===== config.mk =====
export PLATFORM = sky130hd
export DESIGN_NAME = prd_dma_engine
export DESIGN_NICKNAME = d
export VERILOG_FILES = /design/src/rtl/prd_dma_pkg.sv /design/src/rtl/prd_dma_dp.sv /design/src/rtl/prd_dma_ctrl.sv /design/src/rtl/prd_dma_engine.sv
export SDC_FILE = /design/constraint.sdc
export NUM_CORES = 1
export LEC_CHECK = 0
export BUFFER_PORTS_ARGS = -buffer_cell sky130_fd_sc_hd__buf_4
export CAP_MARGIN = 20
export CORE_MARGIN = 1.5
export CORE_UTILIZATION = 35
export DETAILED_ROUTE_END_ITERATION = 6
export GPL_ROUTABILITY_DRIVEN = 0
export SLEW_MARGIN = 10
export SYNTH_ARGS = -nofsm -noshare
export SYNTH_HDL_FRONTEND = slang
export SYNTH_SLANG_ARGS = --single-unit

===== constraint.sdc =====
create_clock -name clk -period 6.75 [get_ports clk]
set_input_delay 0.3375 -clock clk [delete_from_list [all_inputs] [get_ports clk]]
set_output_delay 0.3375 -clock clk [all_outputs]
set_load 0.01 [all_outputs]

===== src/rtl/prd_dma_pkg.sv =====
`timescale 1ns/1ps
package prd_dma_pkg;
  typedef enum logic [2:0] {
    stIdle, stDescIssue, stDescWait, stDelay, stXferIssue, stXferWait, stBackoff
  } engState_t;

  typedef struct packed {
    logic loadStart;
    logic descAck;
    logic burstAck;
    logic selDesc;
  } dpCtl_t;

  localparam int DESC_BYTES = 8;
endpackage


===== src/rtl/prd_dma_dp.sv =====
`timescale 1ns/1ps
module prd_dma_dp
  import prd_dma_pkg::*;
#(
  parameter int PAGE_BYTES   = 4096,
  parameter int CNT_W        = 24,
  parameter int DISK_DELAY   = 16,
  parameter int SECTOR_SHIFT = 9,
  parameter int DLY_W        = 16
) (
  input  logic                        clk,
  input  logic                        rstN,
  input  dpCtl_t                      ctl,
  input  logic [31:0]                 startBase,
  input  logic                        toMemory,
  input  logic [CNT_W-1:0]            cmdBytes,
  input  logic [63:0]                 memRdata,
  output logic [31:0]                 memAddr,
  output logic [$clog2(PAGE_BYTES):0] memLen,
  output logic                        memWrite,
  output logic [CNT_W-1:0]            bytesLeft,
  output logic                        wrapErr,
  output logic                        overErr,
  output logic                        lastBurst,
  output logic                        cmdEndZero,
  output logic                        eotFlag,
  output logic [DLY_W-1:0]            delayLoad
);
  localparam int PAGE_W = $clog2(PAGE_BYTES);
  localparam int LEN_W  = PAGE_W + 1;
  localparam int RGN_W  = 17;

  logic [31:0]      descPtr, regionAddr;
  logic [RGN_W-1:0] regionLeft, rgnLoad, preLen;
  logic [CNT_W-1:0] cmdLeft;
  logic             eotQ, dirQ;
  logic [LEN_W-1:0] pageRoom, burstLen;
  logic [15:0]      descCount;
  logic             descUnused;

  assign descUnused = ^{memRdata[62:48], startBase[1:0]};

  // Region length from the second descriptor word; zero encodes 64 KiB
  assign descCount = memRdata[47:32];
  assign rgnLoad   = (descCount == 16'd0) ? RGN_W'(65536) : {1'b0, descCount};
  assign delayLoad = DLY_W'(DISK_DELAY) + DLY_W'(rgnLoad >> SECTOR_SHIFT);

  // Page-bounded burst sizing
  assign pageRoom = LEN_W'(PAGE_BYTES) - {1'b0, regionAddr[PAGE_W-1:0]};
  always_comb begin
    if (RGN_W'(pageRoom) > regionLeft) burstLen = regionLeft[LEN_W-1:0];
    else                               burstLen = pageRoom;
  end
  assign preLen     = (regionLeft < RGN_W'(PAGE_BYTES)) ? regionLeft : RGN_W'(PAGE_BYTES);
  assign wrapErr    = ({1'b0, regionAddr} + 33'(preLen)) > 33'h1_0000_0000;
  assign overErr    = CNT_W'(burstLen) > cmdLeft;
  assign lastBurst  = RGN_W'(burstLen) == regionLeft;
  assign cmdEndZero = cmdLeft == CNT_W'(burstLen);
  assign eotFlag    = eotQ;

  always_ff @(posedge clk) begin
    if (!rstN) begin
      descPtr    <= '0;
      regionAddr <= '0;
      regionLeft <= '0;
      cmdLeft    <= '0;
      eotQ       <= 1'b0;
      dirQ       <= 1'b0;
    end else begin
      if (ctl.loadStart) begin
        descPtr <= {startBase[31:2], 2'b00};
        cmdLeft <= cmdBytes;
        dirQ    <= toMemory;
      end
      if (ctl.descAck) begin
        descPtr    <= descPtr + 32'(DESC_BYTES);
        regionAddr <= memRdata[31:0];
        regionLeft <= rgnLoad;
        eotQ       <= memRdata[63];
      end
      if (ctl.burstAck) begin
        regionAddr <= regionAddr + 32'(burstLen);
        regionLeft <= regionLeft - RGN_W'(burstLen);
        cmdLeft    <= cmdLeft - CNT_W'(burstLen);
      end
    end
  end

  assign memAddr   = ctl.selDesc ? descPtr : regionAddr;
  assign memLen    = ctl.selDesc ? LEN_W'(DESC_BYTES) : burstLen;
  assign memWrite  = dirQ & ~ctl.selDesc;
  assign bytesLeft = cmdLeft;

  p_desc_align_r1: assert property (@(posedge clk) disable iff (!rstN)
    descPtr[1:0] == 2'b00);
  p_burst_in_page_r4: assert property (@(posedge clk) disable iff (!rstN)
    ctl.burstAck |-> ({1'b0, regionAddr[PAGE_W-1:0]} + burstLen) <= LEN_W'(PAGE_BYTES));
  p_cmd_no_grow_r8: assert property (@(posedge clk) disable iff (!rstN)
    !ctl.loadStart |=> cmdLeft <= $past(cmdLeft));
endmodule


===== src/rtl/prd_dma_ctrl.sv =====
`timescale 1ns/1ps
module prd_dma_ctrl
  import prd_dma_pkg::*;
#(
  parameter int BACKOFF = 8,
  parameter int DLY_W   = 16
) (
  input  logic             clk,
  input  logic             rstN,
  input  logic             startValid,
  input  logic             abortReq,
  input  logic             memBusy,
  input  logic             memAck,
  input  logic             wrapErr,
  input  logic             overErr,
  input  logic             lastBurst,
  input  logic             cmdEndZero,
  input  logic             eotFlag,
  input  logic [DLY_W-1:0] delayLoad,
  output dpCtl_t           ctl,
  output logic             memReq,
  output logic             engBusy,
  output logic             done,
  output logic             error
);
  engState_t        state;
  logic [DLY_W-1:0] cnt;
  logic             retXfer, abortPend, doneQ, errQ;
  logic             descGo, xferGo;

  assign descGo = (state == stDescIssue) && !abortPend && !memBusy;
  assign xferGo = (state == stXferIssue) && !abortPend && !wrapErr && !overErr && !memBusy;
  assign memReq = descGo || xferGo;

  assign ctl.loadStart = (state == stIdle) && startValid;
  assign ctl.descAck   = (state == stDescWait) && memAck;
  assign ctl.burstAck  = (state == stXferWait) && memAck;
  assign ctl.selDesc   = (state == stDescIssue) || (state == stDescWait);

  always_ff @(posedge clk) begin
    if (!rstN) begin
      state     <= stIdle;
      cnt       <= '0;
      retXfer   <= 1'b0;
      abortPend <= 1'b0;
      doneQ     <= 1'b0;
      errQ      <= 1'b0;
    end else begin
      doneQ <= 1'b0;
      errQ  <= 1'b0;
      if (state != stIdle && abortReq) abortPend <= 1'b1;
      case (state)
        stIdle: if (startValid) begin
          state     <= stDescIssue;
          abortPend <= 1'b0;
        end
        stDescIssue: begin
          if (abortPend) begin
            state <= stIdle; doneQ <= 1'b1; errQ <= 1'b1;
          end else if (memBusy) begin
            state <= stBackoff; retXfer <= 1'b0; cnt <= DLY_W'(BACKOFF - 1);
          end else begin
            state <= stDescWait;
          end
        end
        stDescWait: if (memAck) begin
          state <= stDelay;
          cnt   <= delayLoad;
        end
        stDelay: begin
          if (cnt == '0) state <= stXferIssue;
          else           cnt   <= cnt - 1'b1;
        end
        stXferIssue: begin
          if (abortPend || wrapErr || overErr) begin
            state <= stIdle; doneQ <= 1'b1; errQ <= 1'b1;
          end else if (memBusy) begin
            state <= stBackoff; retXfer <= 1'b1; cnt <= DLY_W'(BACKOFF - 1);
          end else begin
            state <= stXferWait;
          end
        end
        stXferWait: if (memAck) begin
          if (lastBurst && eotFlag) begin
            state <= stIdle; doneQ <= 1'b1; errQ <= !cmdEndZero || abortPend;
          end else if (lastBurst) begin
            state <= stDescIssue;
          end else begin
            state <= stXferIssue;
          end
        end
        stBackoff: begin
          if (cnt == '0) state <= retXfer ? stXferIssue : stDescIssue;
          else           cnt   <= cnt - 1'b1;
        end
        default: state <= stIdle;
      endcase
    end
  end

  assign engBusy = state != stIdle;
  assign done    = doneQ;
  assign error   = errQ;

  p_no_req_busy_r6: assert property (@(posedge clk) disable iff (!rstN)
    memReq |-> !memBusy);
  p_single_req_r6: assert property (@(posedge clk) disable iff (!rstN)
    memReq |=> !memReq);
  p_done_pulse_r3: assert property (@(posedge clk) disable iff (!rstN)
    doneQ |=> !doneQ);
  p_err_with_done_r10: assert property (@(posedge clk) disable iff (!rstN)
    errQ |-> doneQ);
endmodule


===== src/rtl/prd_dma_engine.sv =====
`timescale 1ns/1ps
module prd_dma_engine
  import prd_dma_pkg::*;
#(
  parameter int PAGE_BYTES = 4096,
  parameter int CNT_W      = 24,
  parameter int DISK_DELAY = 16,
  parameter int BACKOFF    = 8
) (
  input  logic                        clk,
  input  logic                        rstN,
  input  logic                        startValid,
  input  logic [31:0]                 startBase,
  input  logic                        toMemory,
  input  logic [CNT_W-1:0]            cmdBytes,
  input  logic                        abortReq,
  output logic                        memReq,
  output logic                        memDesc,
  output logic                        memWrite,
  output logic [31:0]                 memAddr,
  output logic [$clog2(PAGE_BYTES):0] memLen,
  input  logic                        memBusy,
  input  logic                        memAck,
  input  logic [63:0]                 memRdata,
  output logic [CNT_W-1:0]            bytesLeft,
  output logic                        engBusy,
  output logic                        done,
  output logic                        error
);
  localparam int DLY_W = 16;

  dpCtl_t           ctl;
  logic             wrapErr, overErr, lastBurst, cmdEndZero, eotFlag;
  logic [DLY_W-1:0] delayLoad;

  prd_dma_ctrl #(.BACKOFF(BACKOFF), .DLY_W(DLY_W)) u_ctrl (
    .clk(clk), .rstN(rstN), .startValid(startValid), .abortReq(abortReq),
    .memBusy(memBusy), .memAck(memAck), .wrapErr(wrapErr), .overErr(overErr),
    .lastBurst(lastBurst), .cmdEndZero(cmdEndZero), .eotFlag(eotFlag),
    .delayLoad(delayLoad), .ctl(ctl), .memReq(memReq), .engBusy(engBusy),
    .done(done), .error(error)
  );

  prd_dma_dp #(.PAGE_BYTES(PAGE_BYTES), .CNT_W(CNT_W), .DISK_DELAY(DISK_DELAY),
               .DLY_W(DLY_W)) u_dp (
    .clk(clk), .rstN(rstN), .ctl(ctl), .startBase(startBase), .toMemory(toMemory),
    .cmdBytes(cmdBytes), .memRdata(memRdata), .memAddr(memAddr), .memLen(memLen),
    .memWrite(memWrite), .bytesLeft(bytesLeft), .wrapErr(wrapErr), .overErr(overErr),
    .lastBurst(lastBurst), .cmdEndZero(cmdEndZero), .eotFlag(eotFlag),
    .delayLoad(delayLoad)
  );

  assign memDesc = ctl.selDesc;
endmodule


* Word-level counts from Yosys, hierarchy flattened
Cells that the tools add are included. Widths: inputs -> output; s select.
Word-level totals: bits in registers 130, input port bits 127, output and inout bits 75
Cells by class: reduce and logical (&&, ||, !) cells 34, magnitude comparators 4, equal/unequal tests 18, $add $sub $neg 8, bitwise gates (word level) 2, multiplexer cells 48
Operators by type and width (number):
- $mux 32 | 5
- $mux 16 | 5
- $mux 17 | 4
- $pmux 16 s4 | 1
- $mux 24 | 2
- $add 32x17->33 | 1
- $gt 33x33->1 const B | 1
- $mux 3 | 11
- $add 32x13->32 | 1
- $add 32x4->32 const B | 1
- $logic_not 16->1 | 2
- $mux 13 | 2
- $eq 24x13->1 | 1
- $gt 13x24->1 | 1
- $sub 24x13->24 | 1
- $pmux 3 s7 | 1
- $eq 13x17->1 | 1
- $gt 13x17->1 | 1
- $lt 17x13->1 const B | 1
- $sub 17x13->17 | 1
- $ne 2x2->1 const B | 8
- $sub 16x1->16 const B | 1
- $reduce_and 5->1 | 3
- $mux 1 | 13
- 19 further kinds | 45

* Logic depth before layout (Yosys ltp)
Gate-level depths: netlist of the first run.
word-level depth 9, depth in mapped cells 27, mapped depth without buffers 25

* By module
A second synthesis of the first run with hierarchy kept.
Second synthesis, totals: cell total of the unflattened synthesis 1590, area total of the unflattened synthesis 12025.3 sq um
By module, submodules not included:
- prd_dma_dp | cells an instance 1378, area an instance 10433.8 sq um, instances 1
- prd_dma_ctrl | cells an instance 212, area an instance 1591.5 sq um, instances 1

* Least setup slack after synthesis of the first run
Ideal clock, no wire load.
path type register to register, start register u_dp.regionAddr[2], end register u_ctrl.cnt[13], path slack 0.899 ns, data arrival time 5.725 ns, setup time 0.126 ns, clock period less this slack 5.851 ns, path buffers 3, data required time 6.624 ns, cell stages (with the launch flop) 26, path through dfxtp_1 -> nor4_1 -> nand2_1 -> nor4_1 -> xnor2_1 -> ha_1 -> a21oi_1 -> nor2b_1 -> o21ai_0 -> a311o_1 -> a21oi_1 -> clkbuf_1 -> mux2i_1 -> ha_1 -> nand4b_1 -> or4_1 -> a211oi_1 -> nor3b_1 -> a211oi_1 -> nand4_1 -> nor4_4 -> a31oi_1 -> buf_2 -> clkbuf_1 -> o31ai_1 -> a21oi_1
On the way: cells in the longest elaborated chain, start to end 7, elaborated cells between the ends (all ways) 10, those cells by class add/sub (2); order compare (3); eq/ne (1); mux (1); reduce/logical (3)
Ends and longest elaborated chain:
- start: declaration | RTL line prd_dma_dp.sv:33 | logic [31:0] descPtr, regionAddr;
- start signal: assignment | RTL line prd_dma_dp.sv:77 | regionAddr <= memRdata[31:0];
- start signal: assignment | RTL line prd_dma_dp.sv:82 | regionAddr <= regionAddr + 32'(burstLen);
- $sub 13x12->13 | RTL line prd_dma_dp.sv:49 | assign pageRoom = LEN_W'(PAGE_BYTES) - {1'b0, regionAddr[PAGE_W-1:0]};
- $gt 13x17->1 | RTL line prd_dma_dp.sv:51 | if (RGN_W'(pageRoom) > regionLeft) burstLen = regionLeft[LEN_W-1:0];
- $mux 13 | RTL line prd_dma_dp.sv:51
- $gt 13x24->1 | RTL line prd_dma_dp.sv:56 | assign overErr = CNT_W'(burstLen) > cmdLeft;
- $logic_or 1x1->1 * | RTL line prd_dma_ctrl.sv:75 | if (abortPend || wrapErr || overErr) begin
- $ne 2x2->1 (no line) *
- $reduce_and 5->1 (no line) *
- end signal: assignment | RTL line prd_dma_ctrl.sv:68 | cnt <= delayLoad;
- end signal: assignment | RTL line prd_dma_ctrl.sv:72 | else cnt <= cnt - 1'b1;
- end signal: assignment | RTL line prd_dma_ctrl.sv:94 | else cnt <= cnt - 1'b1;
- end: declaration | RTL line prd_dma_ctrl.sv:27 | logic [DLY_W-1:0] cnt;
Every way passes the cells marked *; elsewhere a longest branch is shown, timed or not. A chain may end at the register's enable or synchronous reset.

* Worst setup path after layout of the first run
start register u_dp.regionAddr[0], end output port memReq
On the way: cells in the longest elaborated chain, start to end 8, elaborated cells between the ends (all ways) 12, those cells by class add/sub (2); order compare (3); mux (1); reduce/logical (6)
Ends and longest elaborated chain:
- $sub 13x12->13 | RTL line prd_dma_dp.sv:49
- $gt 13x17->1 | RTL line prd_dma_dp.sv:51
- $mux 13 | RTL line prd_dma_dp.sv:51
- $gt 13x24->1 | RTL line prd_dma_dp.sv:56
- $logic_not 1->1 | RTL line prd_dma_ctrl.sv:32 | assign xferGo = (state == stXferIssue) && !abortPend && !wrapErr && !overErr && !memBusy;
- $logic_and 1x1->1 * (2 in a row) | RTL line prd_dma_ctrl.sv:32
- $logic_or 1x1->1 * | RTL line prd_dma_ctrl.sv:33 | assign memReq = descGo || xferGo;
- end: declaration | RTL line prd_dma_engine.sv:17 | output logic memReq,
Marks and branches as above.

==> impl_metrics.ini, run 1 <==
[synth]
syn-cell-area_um2 = 11100
yosysSeqAreaShare = 0.232
ys_async_sr_fraction = 0
ys_ff_latch = 128
yosys-top-cells-area = dfxtp_1 23%, ha_1 8.3%, a21oi_1 6.1%, nor2_1 5.8%, nand2_1 5.4%
ys_types = 74
avgSynthCellArea_um2 = 7.29
yosys_warnings = 0
synth_edf_count = 0
synth.top_cell.area_share = 0.232
synth_top_flop_cell = dfxtp_1
syn_inst = 1518
synth_top_cell_by_area = dfxtp_1

[detailed_routing]
drt-wirelength-per-cell_um = 19.8
routed_wl_um = 41200
vias = 12300
ant_nets = 0
drt_pre_antenna_iters = 6
drt-initial-drc-count = 1078
drc = 0
vias_per_cell = 5.92

[placed_design]
port_buffers = 184
dp_hpwl_um = 31000
placed_cell_area_um2 = 12900

[grt]
grt_pass1_wl_um = 64500
grt_max_degree = 70
grt_pass1_vias = 11700
grt_use_total = 0.248
antenna_found_initial = 0
overflow = 0

[critical_path]
startpoint_type = flip-flop
crit_path_end_kind = primary output
critPathMaxFanout = 6
path_class = reg -> out
cp.required_ns = 6.41
crit_arrival_ns = 6.02

[die]
core_um2 = 30800
start_util = 0.359
die_height_um = 181
num_rows = 64
io_pins = 202
die_x_um = 181
die_area_um2 = 32700

[clock_network]
post_cts_buffers = 0
htree_levels = 4
cts_hold_buf = 0
clk_pin_slew_ns = 0.06
cts_tree = done
clk_latency_ns = 0.44
clock-root-buffer = clkbuf_16
max-clock-path-buffers = 2
numClockSinks = 128
cts_inserted_buffers = 17

[sta]
maxSlewViolCount = 0
finalCriticalPeriod_ns = 6.36
tightest_slew_ns = 0.971
finalSetupViolations = 0
fin_hold_ws_ns = 0.126
hold_violations = 0
clock_skew_ns = 0.0134
layout_worst_path_cycle_share = 0.942
clock.fmax_mhz = 157
slew_headroom = 0.350

[finish]
area_growth_pct = 22.2
final_area_um2 = 13500
drive_gt1_frac = 0.185
final_nets = 1877
antenna_cells = 0
final_util = 0.439

[power_and_ir_drop]
p_per_area_nw_per_um2 = 514
ir_drop_v = 0.000263
p_leak_nw = 5.75

[run]
maxCapViolations = 0

[worst_hold_path]
hold_class = in -> reg

[outcome]
status = completed
cell usage in the layout (no fill, tap or decap), drive strengths merged, types with 18 or more instances in the layout:
master,n
nand4,20
dfxtp,128
nand3,41
o21a,21
inv,60
nor2,172
buf,219
xor2,20
nor4,24
a21oi,136
a22oi,23
mux2i,24
o211ai,20
clkbuf,23
ha,73
nor3,42
o21ai,95
a21o,24
and3,22
a221oi,18
or3,19
mux2,29
nand2,160
xnor2,33
a31oi,22
synthesized netlist by cell type, types with 20 or more instances:
cell type and count:
o211ai_1 20, mux2i_1 24, nor2_1 172, o21a_1 21
nor4_1 23, a21oi_1 136, a22oi_1 23, inv_1 59
a21o_1 24, o21ai_0 94, xor2_1 20, nand3_1 41
dfxtp_1 128, nand2_1 160, and3_1 22, mux2_2 29
xnor2_1 33, clkbuf_1 76, a31oi_1 22, ha_1 73
nor3_1 42
worst paths after layout:
check | startpoint | endpoint | slack [ns] | depth (start not counted)
worst max register to register | u_dp.regionAddr[0] | u_ctrl.cnt[13] | 0.58 | 26
worst min-delay path | startBase[13] | u_dp.descPtr[13] | 0.13 | 3
worst max-delay path | u_dp.regionAddr[0] | memReq | 0.39 | 25
worst min register to register | u_dp.dirQ | u_dp.dirQ | 0.45 | 2
routing by layer:
metal  share of wire  track usage  vias up
li1                -            -     5956
met1            0.45        0.323     5839
met2            0.45        0.397      450
met3           0.068       0.0500       72
met4           0.031        0.105        0
met5               0            0        -
critical path: stages, from the launching register on:
cell and delay, ns:
dfxtp_1 0.44, inv_1 0.16, ha_1 0.36, ha_1 0.29
nor2b_1 0.13, o21a_1 0.16, o21a_1 0.16, o21a_1 0.16
o21a_1 0.16, o21ai_0 0.15, a21o_1 0.13, a21oi_1 0.07
buf_4 0.17, mux2i_2 0.19, ha_1 0.43, nand4b_1 0.18
or4_1 0.49, a211oi_1 0.31, nor3b_1 0.12, buf_4 0.16
a211oi_2 0.21, nand4_1 0.19, nor4_4 0.28, a21oi_1 0.15
a21oi_1 0.19, buf_4 0.15
cell type report:
cell class	count	area (um2)
Tap cell	396	495
Multi-Input combinational cell	1247	8050
Clock buffer	23	468
Timing Repair Buffer	219	1660
Clock inverter	9	60.1
Inverter	60	226
Sequential cell	128	2560
Fill cell	3161	17300
stage by stage:
stage	TNS (ns)	power [mW]	std cells	setup WS, ns
global placement	0	5.90	2050	0.282
floorplan	0	4.44	1521	0.899
detailed placement	0	5.93	2050	0.260
global route	-0.00523	7.51	2082	-0.00523
CTS	0	6.82	2082	0.00716
finish	0	6.94	2082	0.392
cells by family (layout without fill, tap and decap cells):
kind of cell,Yosys count,count (layout),share of synthesized area
adder cells (fa/ha/maj),77,77,0.0898
AND/OR/NAND/NOR,580,580,0.251
buffers and inverters,146,311,0.0508
other,1,4,0.000339
XOR/XNOR,53,53,0.0419
multiplexers,53,53,0.0512
AO/OA/AOI/OAI,480,480,0.284
flip-flops,128,128,0.232
registers in the layout, indices dropped and copies added, names as in the netlist, 3 cells and up:
register / count
u_dp.regionAddr: 32
u_dp.descPtr: 30
u_dp.bytesLeft: 24
u_dp.regionLeft: 17
u_ctrl.cnt: 16
u_ctrl.state: 3
what timing repair did:
action                                 CTS  global route
gates resized for setup                  0            13
endpoints found under the hold margin    0             0
setup endpoints to repair                0            34
report_power, final:
part | switching (mW) | internal, mW
registers | 0.225 | 0.917
clock network | 0.377 | 0.487
logic | 2.82 | 2.12
No activity file was read; power rests on OpenSTA's default activity.
==> inputs of run 2 (changes only) <==
--- a/config.mk
+++ b/config.mk
@@ -11,6 +11,7 @@
 export CORE_UTILIZATION = 35
 export DETAILED_ROUTE_END_ITERATION = 6
 export GPL_ROUTABILITY_DRIVEN = 0
+export PLACE_DENSITY = 0.54
 export SLEW_MARGIN = 10
 export SYNTH_ARGS = -nofsm -noshare
 export SYNTH_HDL_FRONTEND = slang
==> run 2 against run 1 <==
Against the previous run: critical path depth fell by 1; worst hold slack worse by 0.0097 ns; non-clock buffer count is 7 higher; critical endpoint unchanged.
==> impl_metrics.ini, run 2 (synthesis results as in run 1) <==
[critical_path]
path_delay_family = simple AND/OR/NAND/NOR gates
cpPeakStageDelay_ns = 0.54
timing.critical_path.mode_cell = buf_4
cp.required_ns = 6.41
rrSetupSlack_ns = 0.38
crit_arrival_ns = 6.10
cp_num_buf_inv = 4
path_class = reg -> out
critPathMaxFanout = 6
startpoint_type = flip-flop
crit_path_end_kind = primary output
crit_chain = nor4_4, nand2_1, nor3_1, xnor2_1, ha_1, nand4_1, nor4_2, a311o_1, a21oi_1, buf_4, mux2i_2, buf_4, ha_2, nand4b_1, or4_1, a211oi_2, nor3b_1, buf_4, a211oi_2, nand4_1, nor4_4, a21oi_2, a21oi_2, buf_4
critPathSlowestCell = or4_1

[sta]
slew_headroom = 0.376
layout_worst_path_cycle_share = 0.954
clock.fmax_mhz = 155
tightest_slew_ns = 0.932
clock_skew_ns = 0.0107
hold_violations = 0
tns_ns = 0
finalSetupViolations = 0
fin_ws_ns = 0.308
maxSlewViolCount = 0
finalCriticalPeriod_ns = 6.44
rsz0062_at_grt = no

[finish]
final_nets = 1884
final_cell_mix = 224 x buf_4, 171 x nor2_1, 158 x nand2_1
final_common_cell = buf_4
antenna_cells = 0
drive_gt1_frac = 0.197
largest-register = u_dp.regionAddr
area_growth_pct = 24.2
largest_reg_flops = 32

[clock_network]
max-clock-path-buffers = 2
numClockSinks = 128
cts_inserted_buffers = 17
cts_hold_buf = 0
clk_pin_slew_ns = 0.06
htree_levels = 4
cts_tree = done
clk_latency_ns = 0.45
clock-root-buffer = clkbuf_16

[grt]
grt_max_degree = 57
grt_pass1_vias = 11700
antenna_found_initial = 0
grt_use_total = 0.255
grt_pass1_wl_um = 65500
overflow = 0

[die]
start_util = 0.359
io_pins = 202
core_um2 = 30800
num_rows = 64
die_height_um = 181
die_area_um2 = 32700
die_x_um = 181

[detailed_routing]
vias_per_cell = 5.90
drc = 0
drt-wirelength-per-cell_um = 20.4
vias = 12300
drt_pre_antenna_iters = 5
routed_wl_um = 42600
drt-initial-drc-count = 912
ant_nets = 0

[power_and_ir_drop]
p_leak_nw = 5.84
ir_drop_v = 0.000316
p_per_area_nw_per_um2 = 530

[placed_design]
dp_hpwl_um = 31800
dp_slack_ns = 0.222
port_buffers = 184

[run]
maxCapViolations = 0

[outcome]
status = completed

[worst_hold_path]
hold_class = in -> reg
run 2: changes by cell type in the layout (fill, tap and decap cells not counted), sizes merged:
| cell | before | now |
|---|---|---|
| buf | 219 | 226 |
| bufinv | 0 | 4 |
| clkbuf | 23 | 21 |
| clkinvlp | 3 | 1 |
run 2: through the flow:
| stage | power (mW) | util | hold WS, ns | cell area [um2] | cells |
|---|---|---|---|---|---|
| floorplan | 4.44 | - | 0.432 | 11100 | 1521 |
| global placement | 5.98 | 0.420 | 0.439 | 13000 | 2055 |
| detailed placement | 5.99 | 0.420 | 0.442 | 13000 | 2055 |
| CTS | 7.08 | 0.442 | 0.0993 | 13600 | 2087 |
| global route | 7.84 | 0.446 | 0.107 | 13800 | 2089 |
| finish | 7.29 | 0.446 | 0.117 | 13800 | 2089 |
run 2: cell type report:
type                    instances  area (um2)
multi-input cells            1247        8100
inverters                      60         226
well taps                     396         495
flip-flops and latches        128        2560
fillers                      3181       17100
clock buffers                  21         470
repair buffers                226        1710
clock inverters                11         179
run 2: worst min-delay path, cell delays in order:
cell and delay (ns):
buf_4 0.08, a21oi_1 0.05, nor2_1 0.07
run 2: final timing paths:
kind	end	depth (start not counted)	startpoint
min reg2reg	u_dp.dirQ	2	u_dp.dirQ
max	memReq	24	u_dp.regionAddr[5]
min	u_dp.descPtr[11]	3	startBase[11]
max reg2reg	u_ctrl.cnt[13]	26	u_dp.regionAddr[5]
run 2: repair_timing:
item | in CTS | in global routing
hold endpoints to repair | 0 | 0
setup endpoints to repair | 1 | 18
pin swaps | 0 | 4
setup buffers | 0 | 2
gates resized for setup | 2 | 27
gates cloned | 0 | 0
run 2: power by group:
part	internal, mW	total, mW	switching (mW)	leakage, nW
logic	2.21	5.09	2.89	4.48
clock network	0.652	1.05	0.394	0.315
registers	0.917	1.15	0.232	1.04
run 2: layer usage:
layer  vias up  global-route usage  wire (um)
li1       5960                   -          -
met1      5897               0.339      19600
met2       406               0.402      19000
met3        69              0.0498       2480
met4         0               0.105       1480
met5         -                   0          0
==> inputs of run 3 (changes only) <==
==> constraint.sdc (replaced) <==
create_clock -name clk -period 6.75 [get_ports clk]
set_input_delay 0.3375 -clock clk [delete_from_list [all_inputs] [get_ports clk]]
set_output_delay 0.3375 -clock clk [all_outputs]
set_load 0.1 [all_outputs]
==> run 3 against run 2 <==
Against the previous run: setup slack got worse by 0.046 ns; highest routed layer unchanged; worst hold slack worse by 0.00084 ns; largest power group unchanged; flip-flop and latch count is the same; cell area down 0.54%; critical path type unchanged.
==> impl_metrics.ini, run 3 (synthesis results as in run 1) <==
[outcome]
status = completed

[detailed_routing]
drt_pre_antenna_iters = 7
routed_wl_um = 42500
vias_per_cell = 5.89
drc = 0
ant_nets = 0
drt-wirelength-per-cell_um = 20.4
vias = 12300
drt-initial-drc-count = 918

[finish]
drive_gt1_frac = 0.193
area_growth_pct = 23.6
final_cell_mix = 222 x buf_4, 171 x nor2_1, 159 x nand2_1
antenna_cells = 0
final_nets = 1882
largest_reg_flops = 32
final_common_cell = buf_4
largest-register = u_dp.regionAddr
fillers = 3188
final_area_um2 = 13700
final_cell_count_no_fill = 2087

[sta]
clock_skew_ns = 0.0139
finalCriticalPeriod_ns = 6.49
slew_headroom = 0.289
maxSlewViolCount = 0
fin_hold_ws_ns = 0.116
finalSetupViolations = 0
fin_ws_ns = 0.262
tightest_slew_ns = 1.06
hold_violations = 0
layout_worst_path_cycle_share = 0.961
clock.fmax_mhz = 154

[clock_network]
clk_latency_ns = 0.45
cts_hold_buf = 0
cts_inserted_buffers = 17
cts_tree = done
clk_pin_slew_ns = 0.06
clock-root-buffer = clkbuf_16
numClockSinks = 128
htree_levels = 4
max-clock-path-buffers = 2

[power_and_ir_drop]
ir_drop_v = 0.000335
combPwrFrac = 0.738
p_sw_mw = 4.50
power.share.switching = 0.550
p_seq_frac = 0.140
p_leak_nw = 5.83
power_frac_clock = 0.122
p_per_area_nw_per_um2 = 598
intPower_mw = 3.68

[critical_path]
crit_arrival_ns = 6.15
startpoint_type = flip-flop
path_class = reg -> out
crit_path_end_kind = primary output
critPathMaxFanout = 4
cp.required_ns = 6.41

[worst_hold_path]
hold_class = in -> reg

[grt]
grt_pass1_vias = 11800
grt_max_degree = 73
grt_use_total = 0.258
antenna_found_initial = 0
grt_pass1_wl_um = 66300
overflow = 0

[placed_design]
port_buffers = 184
dp_hpwl_um = 31900
dpl.cell_count = 2053
placed_cell_area_um2 = 12900
dp_slack_ns = 0.245

[die]
num_rows = 64
io_pins = 202
start_util = 0.359
die_area_um2 = 32700
die_height_um = 181
core_um2 = 30800
die_x_um = 181

[run]
maxCapViolations = 0
run 3: repair_timing:
| item | 4_1_cts | 5_1_grt |
|---|---|---|
| pin swaps | 0 | 1 |
| hold endpoints to repair | 0 | 0 |
| setup endpoints to repair | 1 | 9 |
| resized for setup | 2 | 19 |
| buffers inserted | 0 | 2 |
run 3: routing by layer:
metal	up-vias	wire length [um]	global-route usage
met2	440	19000	0.408
met4	0	1390	0.108
met3	62	2680	0.0520
met5	-	0	0
li1	5950	-	-
met1	5831	19400	0.340
run 3: layout make-up:
cell class	count	area [um2]	share of cell area
sequential	128	2560	0.187
inverter	60	226	0.0166
tap	396	495	0.0362
timing repair buffer	224	1710	0.125
multi-input combinational	1247	8070	0.590
clock buffer	22	494	0.0361
clock inverter	10	124	0.00906
run 3: worst paths after layout:
check | endpoint | cells after the start | from | slack (ns)
setup / recovery | memReq | 25 | u_dp.regionAddr[2] | 0.26
hold / removal | u_dp.descPtr[10] | 3 | startBase[10] | 0.12
setup reg to reg | u_ctrl.cnt[13] | 27 | u_dp.regionAddr[2] | 0.44
hold reg to reg | u_dp.dirQ | 2 | u_dp.dirQ | 0.45
run 3: power by group through the flow:
stage	registers [mW]	clock network (mW)	logic [mW]
floorplan	1.30	0	4.20
global placement	1.15	0	5.87
detailed placement	1.15	0	5.89
CTS	1.14	1.01	5.93
global route	1.17	1.04	6.54
finish	1.15	0.996	6.04
run 3: worst max-delay path, cell delays in order (launching register included):
cell,delay [ns]
dfxtp_1,0.33
nor4_4,0.32
nand2_1,0.16
nor4_1,0.25
xnor2_1,0.18
ha_1,0.17
a21oi_1,0.06
nor2b_1,0.11
o21ai_0,0.11
a311o_1,0.37
a21oi_1,0.17
buf_4,0.19
mux2i_2,0.32
buf_4,0.21
ha_1,0.20
nand4b_1,0.18
or4_1,0.52
a211oi_2,0.22
nor3b_2,0.10
buf_4,0.16
a211oi_4,0.19
nand4_1,0.18
nor4_4,0.47
a21oi_2,0.14
a21oi_2,0.20
buf_12,0.19
run 3: per-stage QoR:
step / total power, mW / utilization / setup TNS [ns]
finish: 8.19 / 0.444 / 0
floorplan: 5.50 / - / 0
global placement: 7.02 / 0.420 / 0
global route: 8.75 / 0.444 / -0.0430
detailed placement: 7.04 / 0.420 / 0
CTS: 8.08 / 0.440 / 0
